[config.mk]
export PLATFORM = sky130hd
export DESIGN_NAME = ps_cfg_master
export DESIGN_NICKNAME = d
export VERILOG_FILES = /design/src/rtl/ps_cfg_pkg.sv /design/src/rtl/ps_sync.sv /design/src/rtl/ps_half_tick.sv /design/src/rtl/ps_cfg_master.sv
export SDC_FILE = /design/constraint.sdc
export NUM_CORES = 1
export LEC_CHECK = 0
export BUFFER_PORTS_ARGS = -buffer_cell sky130_fd_sc_hd__buf_2
export CORE_ASPECT_RATIO = 1.5
export CORE_MARGIN = 2
export CORE_UTILIZATION = 60
export CTS_CLUSTER_DIAMETER = 80
export CTS_CLUSTER_SIZE = 40
export DETAILED_ROUTE_END_ITERATION = 8
export GPL_TIMING_DRIVEN = 0
export PLACE_DENSITY = 0.9
export SLEW_MARGIN = 20
export SYNTH_ARGS = -nofsm -noshare
export SYNTH_HDL_FRONTEND = slang
export SYNTH_SLANG_ARGS = --single-unit
[constraint.sdc]
create_clock -name clk -period 2.2 [get_ports clk]
set_input_delay 0.44 -clock clk [delete_from_list [all_inputs] [get_ports clk]]
set_output_delay 0.44 -clock clk [all_outputs]
set_load 0.1 [all_outputs]
[src/rtl/ps_cfg_pkg.sv]
package ps_cfg_pkg;

    typedef enum logic [2:0] {
        ST_IDLE  = 3'd0,
        ST_RST   = 3'd1,
        ST_WSTAT = 3'd2,
        ST_LOAD  = 3'd3,
        ST_WDONE = 3'd4,
        ST_INIT  = 3'd5
    } ps_state_e;

    localparam int unsigned BYTE_W = 8;

endpackage

[src/rtl/ps_sync.sv]
module ps_sync #(
    parameter int WIDTH = 2
) (
    input  logic             clk,
    input  logic             rst_n,
    input  logic [WIDTH-1:0] async_i,
    output logic [WIDTH-1:0] sync_o
);
    logic [WIDTH-1:0] s1_q, s2_q;

    always_ff @(posedge clk or negedge rst_n) begin
        if (!rst_n) begin
            s1_q <= '0;
            s2_q <= '0;
        end else begin
            s1_q <= async_i;
            s2_q <= s1_q;
        end
    end

    assign sync_o = s2_q;
endmodule

[src/rtl/ps_half_tick.sv]
module ps_half_tick #(
    parameter int HALF = 2
) (
    input  logic clk,
    input  logic rst_n,
    input  logic en_i,
    output logic tick_o
);
    localparam int CW = (HALF > 1) ? $clog2(HALF) : 1;
    localparam logic [CW-1:0] LAST = CW'(HALF - 1);

    logic [CW-1:0] cnt_d, cnt_q;

    assign tick_o = en_i && (cnt_q == LAST);

    always_comb begin
        cnt_d = cnt_q;
        if (!en_i || tick_o) cnt_d = '0;
        else                 cnt_d = cnt_q + 1'b1;
    end

    always_ff @(posedge clk or negedge rst_n) begin
        if (!rst_n) cnt_q <= '0;
        else        cnt_q <= cnt_d;
    end
endmodule

[src/rtl/ps_cfg_master.sv]
module ps_cfg_master
    import ps_cfg_pkg::*;
#(
    parameter int unsigned CLK_FREQ_HZ  = 200_000_000,
    parameter int unsigned RST_US       = 40,
    parameter int          DIV_HALF     = 2,
    parameter int unsigned INIT_CLKS    = 299,
    parameter int unsigned STAT_TIMEOUT = 100_000,
    parameter int unsigned DONE_TIMEOUT = 100_000
) (
    input  logic       clk,
    input  logic       rst_n,
    input  logic       start_i,
    input  logic [7:0] s_data_i,
    input  logic       s_valid_i,
    input  logic       s_last_i,
    output logic       s_ready_o,
    output logic       cfg_nrst_o,
    output logic       cfg_sclk_o,
    output logic       cfg_data_o,
    input  logic       stat_i,
    input  logic       done_i,
    output logic       usr_clk_o,
    output logic       busy_o,
    output logic       done_o,
    output logic       err_o
);
    localparam int unsigned CYC_PER_US = CLK_FREQ_HZ / 1_000_000;
    localparam int unsigned RST_RAW    = CYC_PER_US * RST_US;
    localparam int unsigned RST_CYC    = (RST_RAW == 0) ? 1 : RST_RAW;
    localparam int unsigned M1 = (RST_CYC > STAT_TIMEOUT) ? RST_CYC : STAT_TIMEOUT;
    localparam int unsigned M2 = (M1 > DONE_TIMEOUT) ? M1 : DONE_TIMEOUT;
    localparam int unsigned M3 = (M2 > INIT_CLKS) ? M2 : INIT_CLKS;
    localparam int          CW = $clog2(M3 + 1);
    localparam int          BW = $clog2(BYTE_W + 1);

    localparam logic [CW-1:0] RST_LAST  = CW'(RST_CYC - 1);
    localparam logic [CW-1:0] STAT_LAST = CW'(STAT_TIMEOUT - 1);
    localparam logic [CW-1:0] DONE_LAST = CW'(DONE_TIMEOUT - 1);
    localparam logic [CW-1:0] INIT_N    = CW'(INIT_CLKS);
    localparam logic [BW-1:0] BITS_FULL = BW'(BYTE_W);
    localparam logic [BW-1:0] BITS_ONE  = BW'(1);

    typedef struct packed {
        ps_state_e          st;
        logic [CW-1:0]      cnt;
        logic [BYTE_W-1:0]  sh;
        logic [BW-1:0]      bits;
        logic               last;
        logic               nrst;
        logic               sclk;
        logic               data;
        logic               usr;
        logic               done;
        logic               err;
    } ps_regs_t;

    localparam ps_regs_t REGS_RST = '{
        st: ST_IDLE, cnt: '0, sh: '0, bits: '0, last: 1'b0,
        nrst: 1'b1, sclk: 1'b0, data: 1'b0, usr: 1'b0,
        done: 1'b0, err: 1'b0
    };

    ps_regs_t r_d, r_q;

    logic stat_s, done_s, tick, tick_en, lost;

    ps_sync #(.WIDTH(2)) u_sync (
        .clk     (clk),
        .rst_n   (rst_n),
        .async_i ({done_i, stat_i}),
        .sync_o  ({done_s, stat_s})
    );

    assign tick_en = ((r_q.st == ST_LOAD) && (r_q.bits != '0)) || (r_q.st == ST_INIT);

    ps_half_tick #(.HALF(DIV_HALF)) u_tick (
        .clk    (clk),
        .rst_n  (rst_n),
        .en_i   (tick_en),
        .tick_o (tick)
    );

    assign lost = !stat_s && ((r_q.st == ST_LOAD) || (r_q.st == ST_WDONE) ||
                              (r_q.st == ST_INIT));
    assign s_ready_o = (r_q.st == ST_LOAD) && (r_q.bits == '0) && stat_s;

    always_comb begin
        r_d = r_q;
        if (lost) begin
            // status dropped: flag and begin a fresh attempt
            r_d.st   = ST_RST;
            r_d.cnt  = '0;
            r_d.nrst = 1'b0;
            r_d.sclk = 1'b0;
            r_d.usr  = 1'b0;
            r_d.bits = '0;
            r_d.err  = 1'b1;
        end else begin
            unique case (r_q.st)
                ST_IDLE: begin
                    if (start_i) begin
                        r_d.st   = ST_RST;
                        r_d.cnt  = '0;
                        r_d.nrst = 1'b0;
                        r_d.done = 1'b0;
                        r_d.err  = 1'b0;
                    end
                end
                ST_RST: begin
                    if (r_q.cnt == RST_LAST) begin
                        r_d.nrst = 1'b1;
                        r_d.st   = ST_WSTAT;
                        r_d.cnt  = '0;
                    end else begin
                        r_d.cnt = r_q.cnt + 1'b1;
                    end
                end
                ST_WSTAT: begin
                    if (stat_s) begin
                        r_d.st   = ST_LOAD;
                        r_d.cnt  = '0;
                        r_d.bits = '0;
                    end else if (r_q.cnt == STAT_LAST) begin
                        r_d.err = 1'b1;
                        r_d.st  = ST_IDLE;
                    end else begin
                        r_d.cnt = r_q.cnt + 1'b1;
                    end
                end
                ST_LOAD: begin
                    if (r_q.bits == '0) begin
                        if (s_valid_i) begin
                            r_d.sh   = s_data_i;
                            r_d.bits = BITS_FULL;
                            r_d.last = s_last_i;
                            r_d.data = s_data_i[0];
                            r_d.sclk = 1'b0;
                        end
                    end else if (tick) begin
                        if (!r_q.sclk) begin
                            r_d.sclk = 1'b1;
                        end else begin
                            r_d.sclk = 1'b0;
                            r_d.sh   = r_q.sh >> 1;
                            r_d.data = r_q.sh[1];
                            r_d.bits = r_q.bits - 1'b1;
                            if ((r_q.bits == BITS_ONE) && r_q.last) begin
                                r_d.st  = ST_WDONE;
                                r_d.cnt = '0;
                            end
                        end
                    end
                end
                ST_WDONE: begin
                    if (done_s) begin
                        r_d.st  = ST_INIT;
                        r_d.cnt = '0;
                        r_d.usr = 1'b0;
                    end else if (r_q.cnt == DONE_LAST) begin
                        r_d.err = 1'b1;
                        r_d.st  = ST_IDLE;
                    end else begin
                        r_d.cnt = r_q.cnt + 1'b1;
                    end
                end
                ST_INIT: begin
                    if (tick) begin
                        if (!r_q.usr) begin
                            r_d.usr = 1'b1;
                            r_d.cnt = r_q.cnt + 1'b1;
                        end else begin
                            r_d.usr = 1'b0;
                            if (r_q.cnt == INIT_N) begin
                                r_d.st   = ST_IDLE;
                                r_d.done = 1'b1;
                            end
                        end
                    end
                end
                default: r_d = REGS_RST;
            endcase
        end
    end

    always_ff @(posedge clk or negedge rst_n) begin
        if (!rst_n) r_q <= REGS_RST;
        else        r_q <= r_d;
    end

    assign cfg_nrst_o = r_q.nrst;
    assign cfg_sclk_o = r_q.sclk;
    assign cfg_data_o = r_q.data;
    assign usr_clk_o  = r_q.usr;
    assign busy_o     = (r_q.st != ST_IDLE);
    assign done_o     = r_q.done;
    assign err_o      = r_q.err;

    // the reset request is released only at the end of the timed pulse
    assert_rst_release_R1: assert property (@(posedge clk) disable iff (!rst_n)
        $rose(r_q.nrst) |-> ($past(r_q.st) == ST_RST))
        else $error("R1 reset request released outside the pulse phase");

    // a serial rising edge needs the synchronized status line high
    assert_sclk_needs_status_R2: assert property (@(posedge clk) disable iff (!rst_n)
        $rose(r_q.sclk) |-> stat_s)
        else $error("R2 serial clock rose with status low");

    // data holds across each serial rising edge
    assert_data_stable_R3: assert property (@(posedge clk) disable iff (!rst_n)
        $rose(r_q.sclk) |-> $stable(r_q.data))
        else $error("R3 data moved on a serial rising edge");

    // a byte is offered only with the serial clock parked low
    assert_ready_sclk_low_R5: assert property (@(posedge clk) disable iff (!rst_n)
        s_ready_o |-> !r_q.sclk)
        else $error("R5 ready while serial clock high");

    // start-up clock pulses occur only in the initialization phase
    assert_usr_in_init_R6: assert property (@(posedge clk) disable iff (!rst_n)
        $rose(r_q.usr) |-> (r_q.st == ST_INIT))
        else $error("R6 start-up clock outside initialization");

    // a lost status line always leads to a new reset pulse with error set
    assert_restart_on_loss_R7: assert property (@(posedge clk) disable iff (!rst_n)
        lost |=> (!r_q.nrst && r_q.err))
        else $error("R7 no restart after status loss");
endmodule

# Yosys cells after proc, flatten, opt, wreduce, memory -nomap -nowiden
# Index checks and enable logic that the tools add are counted.
# totals
ff_bits	44
in_bits	15
out_inout_bits	8
elab_cells	142
# op_classes
addsub	3
eq_ne	40
muxes	50
bitwise_logic	3
n_reduce_logical	32
# op_table
cell	n
$mux W20	7
$pmux W20 S6	1
$mux W32	2
$mux W17	3
$ne A3 B3 Y1 const B	9
$ne A3 B2 Y1 const B	7
$add A17 B1 Y17 const B	1
$eq A17 B13 Y1 const B	1
$eq A17 B17 Y1 const B	1
$eq A17 B9 Y1 const B	1
$ne A2 B1 Y1 const B	8
$pmux W8 S2	1
$reduce_or A4 Y1	4
$mux W1	15
$mux W13	1
$mux W12	1
$mux W2	6
$mux W3	4
$pmux W4 S3	1
$reduce_and A5 Y1	2
$pmux W1 S3	3
$reduce_and A3 Y1	3
$reduce_and A9 Y1	1
$mux W4	2
27 further kinds	43

# Logic depth before layout (Yosys ltp)
# Gate-level depths: netlist of run 1.
# depth
depth_word	8
mapped_depth	9
mapped_depth_nobuf	8

# By module
# A second synthesis of run 1 with hierarchy kept.
# hier_totals
hier_cells	306
hier_area_um2	2666.3
# by_module_without_submodules
module	instances	cells_per_inst	area_per_inst_um2	seq_area_each_um2
ps_cfg_master	1	299	2524.9	952.2
ps_sync	1	4	100.1	100.1
ps_half_tick	1	3	41.3	25.0

# Least setup slack after synthesis of run 1
# Ideal clock, no wire load.
# synth_timing
path_type	reg2out
startpoint	register r_q[7] in the netlist's numbering
endpoint	output port s_ready_o
t_arrival_ns	2.056
required_ns	1.760
slack_ns	-0.296
path_stages_with_launch	5
n_path_buf	0
path_cell_list	dfrtp_1 -> inv_1 -> ha_1 -> nand2_1 -> nor2_1
# synth_via
elab_chain_len	3
# synth_rtl
item	line_no	source
start: declaration	ps_cfg_master.sv:64	ps_regs_t r_d, r_q;
start signal: assignment	ps_cfg_master.sv:188	else r_q <= r_d;
$logic_not A4 Y1	ps_cfg_master.sv:86	assign s_ready_o = (r_q.st == ST_LOAD) && (r_q.bits == '0) && stat_s;
$logic_and A1 B1 Y1 (2 in a row)	ps_cfg_master.sv:86	
end: declaration	ps_cfg_master.sv:17	output logic s_ready_o,
# No other way between the ends.

# Worst setup path after layout of run 1
# layout_timing
startpoint	register r_q[7] in the netlist's numbering
endpoint	register r_q[32] in the netlist's numbering
# layout_via
elab_chain_len	6
elab_cells_between_ends	12
classes_between	eq/ne: 5; reduce/logical: 7
# layout_rtl
item	line_no	source
$reduce_bool A4 Y1	ps_cfg_master.sv:75	assign tick_en = ((r_q.st == ST_LOAD) && (r_q.bits != '0)) || (r_q.st == ST_INIT);
$logic_and A1 B1 Y1	ps_cfg_master.sv:75	
$logic_or A1 B1 Y1	ps_cfg_master.sv:75	
$logic_and A1 B1 Y1	ps_half_tick.sv:14	assign tick_o = en_i && (cnt_q == LAST);
$ne A3 B2 Y1 (no line)	-	
$reduce_and A7 Y1 (no line) *	-	
# Every way passes the cells marked *; elsewhere a longest branch is shown, timed or not.
# A chain may end at the register's enable or synchronous reset.

==> impl_metrics.toml, run 1 <==
[run_status]
outcome = "finished clean"

[setup_path]
required_ns = 2.37
crit_type = "flip-flop to flip-flop"
crit_family = "compound AO/OA/AOI/OAI gates"
rr_worst_depth = 8
path_max_fanout = 10
slowest_delay_ns = 0.42
crit_cells = 8
start_kind = "flip-flop"
crit_chain = "inv_1, ha_2, nor4b_2, a41o_1, nand2_2, buf_2, o21ai_0, o41ai_2"
worst-path-buf-inv = 2
crit_slowest_cell = "dfrtp_1"
endpoint_kind = "flip-flop"
worst_ep_arrival_time_ns = 2.32

[sta]
fin_ws_ns = 0.05419
min_period_over_period_pct = 97.54
maxSlewViolCount = 0
slew-limit-headroom_pct = 37.27
hold_ws_ns = 0.2417
worst_pin_slew_ns = 0.9410
min_period_ns = 2.146
finalHoldViolations = 0
finalSetupViolations = 0
fmax_ghz = 0.4660
setup_tns_ns = 0
fin_skew_ns = 0.004613

[placed_design]
port_buffers = 22
hpwlAfterDp_um = 4969
place_congestion = 0.9725
pre_cts_slack_ns = -0.008600
dpl_cell_area_um2 = 2836

[synthesis]
yosysUniqueCellTypes = 69
ys_seq_elements = 43
synth_warnings = 0
netlist_area_um2 = 2661
avgSynthCellArea_um2 = 9.083
synth_ff_type = "dfrtp_1"
synth_nets = 311
syn_inst = 293
synth_edf_count = 0
ys_async_sr_fraction_pct = 100.0
ys_seq_area_share_pct = 40.48

[finish]
postLayoutCellArea_um2 = 3048
area_growth_pct = 14.53
fin_util_pct = 71.79
antenna_cells = 0
layout.nets = 345
drive_gt1_share_pct = 24.09

[clocking]
cts_buffers = 5
cts_tree = "done"
htree_levels = 2
clkSinkCount = 43
root_buffer = "clkbuf_8"
clkLatencyLatePin_ns = 0.30
cts_hold_buffers = 0
cts.path.max_buffers = 2
path_clk_slew_ns = 0.08

[floorplan]
die_w_um = 58.38
design.die.area_um2 = 4995
num_rows = 29
ios = 23
start_util_pct = 62.69
die_h_um = 85.57
core_um2 = 4245

[route]
drt_iter0_markers = 285
drtAntennaViolNets = 0
wirelength_um = 6885
viasPerCell = 6.816
wire_per_inst_um = 18.41
drc = 0
vias = 2549
drt_first_pass_iters = 5

[global_routing]
antenna_found_initial = 0
gr-total-overflow = 0
grt_first_pass_wirelength_um = 11080
grt_max_degree = 44
grt_pass1_vias = 2418
track_usage_pct = 28.78

[pwr]
p_leak_nw = 1.313
p_seq_share_pct = 27.7
vdd_drop_max_mv = 1.264
clockPowerShare_pct = 15.6
p_sw_mw = 2.008
p_sw_share_pct = 48.59
power.internal_mw = 2.124
pwr-share-comb_pct = 56.7
powerDensity_nw_per_um2 = 1356

[min_path]
hold_depth = 1
hold_class = "input pin to flip-flop"

[run]
max_cap_violations = 0
[worst reg2reg max path: stages, from the launching register on]
cell and delay [ns]:
dfrtp_1 0.42, inv_1 0.08, ha_2 0.23, nor4b_2 0.22
a41o_1 0.30, nand2_2 0.15, buf_2 0.22, o21ai_0 0.26
o41ai_2 0.13
[flip-flops by register name, indices dropped and copies added, names as in the netlist]
register       count
u_sync.sync_o      2
usr_clk_o          1
err_o              1
u_sync.s1_q        2
done_o             1
cfg_sclk_o         1
r_q               33
u_tick.cnt_q       1
cfg_nrst_o         1
[per-stage QoR]
step | power (mW) | std cells
finish | 4.132 | 374
global placement | 3.293 | 361
detailed placement | 3.362 | 361
CTS | 4.012 | 369
floorplan | 2.861 | 293
global route | 4.381 | 374
[synthesized netlist by cell type (4+ instances only)]
cell type | instances | area (um^2)
a21oi_1 | 14 | 70.07
a22o_1 | 4 | 35.03
buf_2 | 5 | 25.02
buf_4 | 4 | 30.03
dfrtp_1 | 42 | 1051
inv_1 | 9 | 33.78
mux2i_1 | 7 | 70.07
nand2_1 | 40 | 150.1
nand3_1 | 14 | 70.07
nand4_1 | 4 | 25.02
nor2_1 | 26 | 97.59
nor3_1 | 5 | 25.02
o21ai_0 | 19 | 95.09
o21ai_1 | 5 | 25.02
o31ai_1 | 13 | 97.59
or3_1 | 4 | 25.02
[logic make-up after synthesis]
| group | after synthesis | share of synthesized area (%) |
|---|---|---|
| AND/OR/NAND/NOR | 125 | 26.33 |
| adder cells (fa/ha/maj) | 3 | 1.411 |
| buffers and inverters | 22 | 4.184 |
| AO/OA/AOI/OAI | 92 | 24.54 |
| flip-flops | 43 | 40.48 |
| multiplexers | 8 | 3.056 |
[path summary, 6_finish.rpt]
kind                                     startpoint                    endpoint  slack [ns]
max in group asynchronous                     rst_n         r_q[25]$_DFFE_PN0P_        1.34
setup / recovery                 r_q[7]$_DFFE_PN0P_         r_q[32]$_DFFE_PN0P_        0.05
setup reg to reg                 r_q[7]$_DFFE_PN0P_         r_q[32]$_DFFE_PN0P_        0.05
min in group asynchronous                     rst_n          r_q[9]$_DFFE_PN0P_        0.28
hold reg to reg            u_sync.s1_q[1]$_DFF_PN0_  u_sync.sync_o[1]$_DFF_PN0_        0.35
hold / removal                               done_i    u_sync.s1_q[1]$_DFF_PN0_        0.24
[routing by layer]
layer | global-route usage (%) | vias up | wire length (um)
li1 | - | 1171 | -
met1 | 32.24 | 1239 | 2611
met2 | 52.71 | 115 | 3707
met3 | 4.072 | 24 | 361
met4 | 12.05 | 0 | 205
met5 | 0 | - | 0
[layout make-up]
cell class / count / area, um^2
Multi-Input combinational cell: 228 / 1534
Fill cell: 331 / 1197
Sequential cell: 43 / 1077
Timing Repair Buffer: 27 / 150.1
Clock buffer: 6 / 82.58
Buffer: 12 / 73.82
Tap cell: 46 / 57.56
Inverter: 10 / 37.54
Clock inverter: 2 / 35.03
[cells in the final DEF, fill, tap and decap left out, drive strengths merged, types with 2 or more instances in the layout]
cell type  instances
dfrtp             42
nand2             41
buf               37
nor2              26
o21ai             25
nand3             16
a21oi             15
o31ai             14
inv               10
clkbuf             8
mux2i              7
nor3               7
nand4              5
a22o               4
or3                4
a31oi              4
o211ai             4
a211oi             3
and3               3
nor4               3
nor4b              3
and2               3
o41ai              3
ha                 3
nor3b              3
a21boi             2
nand2b             2
a22oi              2
o2bb2ai            2
o221ai             2
and4               2
a41oi              2
nand3b             2
[power groups by stage]
stage | Clock [mW] | Sequential, mW | Combinational, mW
floorplan | 0 | 1.32 | 1.54
global placement | 0 | 1.14 | 2.15
detailed placement | 0 | 1.15 | 2.21
CTS | 0.653 | 1.14 | 2.22
global route | 0.679 | 1.17 | 2.53
finish | 0.643 | 1.15 | 2.34
[what timing repair did]
action,CTS,global route
endpoints found under the hold margin,0,0
cloned,0,0
setup buffers,0,5
setup endpoints to repair,3,25
pin swaps,1,3
gates resized for setup,3,8
Note: power is estimated with default switching activity, not from simulation.
==> run 2: changes to the inputs <==
Settings changed: CORE_ASPECT_RATIO 1.5 to 0.6, PLACE_DENSITY 0.9 to default, PLACE_DENSITY_LB_ADDON from default to 0.3.
==> impl_metrics.toml, run 2 (synthesis results as in run 1) <==
[run_status]
outcome = "finished clean"

[global_routing]
track_usage_pct = 27.28
grt_pass1_vias = 2158
antenna_found_initial = 0
gr-total-overflow = 0
grt_first_pass_wirelength_um = 10850
grt_max_degree = 44

[finish]
fillers = 336
finalNonFillerCells = 386
max_flop_register = "r_q"
fin_util_pct = 72.43
mostFrequentLayoutCells = "42 x dfrtp_1, 38 x nand2_1, 25 x buf_2, 25 x nor2_1, 18 x o21ai_0"
antenna_cells = 0
area_growth_pct = 14.01
largest_reg_flops = 33
layout.nets = 343
layout_commonest_cell = "dfrtp_1"
drive_gt1_share_pct = 23.93

[sta]
rsz0062_at_grt = "no"
fin_ws_ns = 0.06520
min_period_ns = 2.135
min_period_over_period_pct = 97.04
worst_pin_slew_ns = 0.9569
slew-limit-headroom_pct = 36.21
finalSetupViolations = 0
finalHoldViolations = 0
setup_tns_ns = 0
fmax_ghz = 0.4684
fin_skew_ns = 0.008077
maxSlewViolCount = 0

[setup_path]
crit_path_frequent_cell = "buf_4"
rr_worst_depth = 7
startpoint = "r_q[38]$_DFFE_PN0P_"
start_kind = "flip-flop"
worst_ep_arrival_time_ns = 2.32
crit_type = "flip-flop to flip-flop"
crit_chain = "buf_4, nor4_1, a41oi_2, and2_1, buf_4, and2_4, mux2_2"
slowest_delay_ns = 0.52
worst-path-buf-inv = 2
required_ns = 2.39
timing.rr.start = "r_q[38]$_DFFE_PN0P_"
crit_cells = 7
endpoint_kind = "flip-flop"
crit_slowest_cell = "nor4_1"
path_max_fanout = 10
crit_family = "simple AND/OR/NAND/NOR gates"

[clocking]
cts_hold_buffers = 0
cts.path.max_buffers = 2
htree_levels = 2
cts_tree = "done"
root_buffer = "clkbuf_8"
path_clk_slew_ns = 0.09
clkLatencyLatePin_ns = 0.30
cts_buffers = 5
clkSinkCount = 43

[route]
viasPerCell = 6.516
drt_iter0_markers = 387
wire_per_inst_um = 17.84
wirelength_um = 6885
drc = 0
vias = 2515
drt_first_pass_iters = 5
drtAntennaViolNets = 0

[placed_design]
dp_cells = 375
place_congestion = 1.014
port_buffers = 22
pre_cts_slack_ns = 0.02571
hpwlAfterDp_um = 4904

[pwr]
vdd_drop_max_mv = 0.9214
p_total_mw = 4.041
powerDensity_nw_per_um2 = 1332
p_leak_nw = 1.294

[min_path]
min-delay-start = "done_i"
hold_depth = 1
hold_class = "input pin to flip-flop"

[floorplan]
start_util_pct = 63.53
num_rows = 18
core_um2 = 4189
die_h_um = 55.59
die_w_um = 89.98
design.die.area_um2 = 5002
ios = 23

[run]
max_cap_violations = 0
run 2: cell type report:
class	instances	area, um^2	area share (%)
well taps	60	75.07	2.474
inverters	10	37.54	1.237
plain buffers	12	73.82	2.433
multi-input cells	228	1534	50.56
repair buffers	25	137.6	4.536
clock inverters	2	16.27	0.5361
clock buffers	6	82.58	2.722
flip-flops and latches	43	1077	35.51
run 2: worst register-to-register path, cell delays in order (launching register included):
cell and delay, ns:
dfrtp_1 0.39, buf_4 0.19, nor4_1 0.52, a41oi_2 0.11
and2_1 0.21, buf_4 0.18, and2_4 0.17, mux2_2 0.26
run 2: stage by stage:
| stage | cell area (um^2) | hold WS, ns |
|---|---|---|
| after floorplan | 2669 | 0.1444 |
| after global placement | 2854 | 0.3317 |
| after detailed placement | 2854 | 0.3365 |
| after CTS | 2955 | 0.2320 |
| after global routing | 3034 | 0.2231 |
| final | 3034 | 0.2373 |
run 2: routing by layer:
metal,global-route usage (%),share of wire [%]
met1,45.96,48
met2,33.87,39
met3,7.588,12
met4,5.275,1.0
met5,0,0
run 2: worst paths after layout:
check                                        endpoint  slack, ns
max                               r_q[19]$_DFFE_PN0P_       0.07
min                          u_sync.s1_q[1]$_DFF_PN0_       0.24
max reg2reg                       r_q[19]$_DFFE_PN0P_       0.07
min reg2reg                u_sync.sync_o[1]$_DFF_PN0_       0.35
max in group asynchronous         r_q[38]$_DFFE_PN0P_       1.33
min in group asynchronous         r_q[24]$_DFFE_PN0P_       0.29
run 2: repair_timing:
item,CTS,global route
pin swaps,0,2
resized for setup,1,13
setup endpoints to repair,1,27
buffers inserted,0,3
run 2: where the power goes:
group / total, mW / switching (mW) / internal (mW)
Clock: 0.542 / 0.286 / 0.256
Combinational: 2.36 / 1.58 / 0.779
Sequential: 1.14 / 0.175 / 0.965
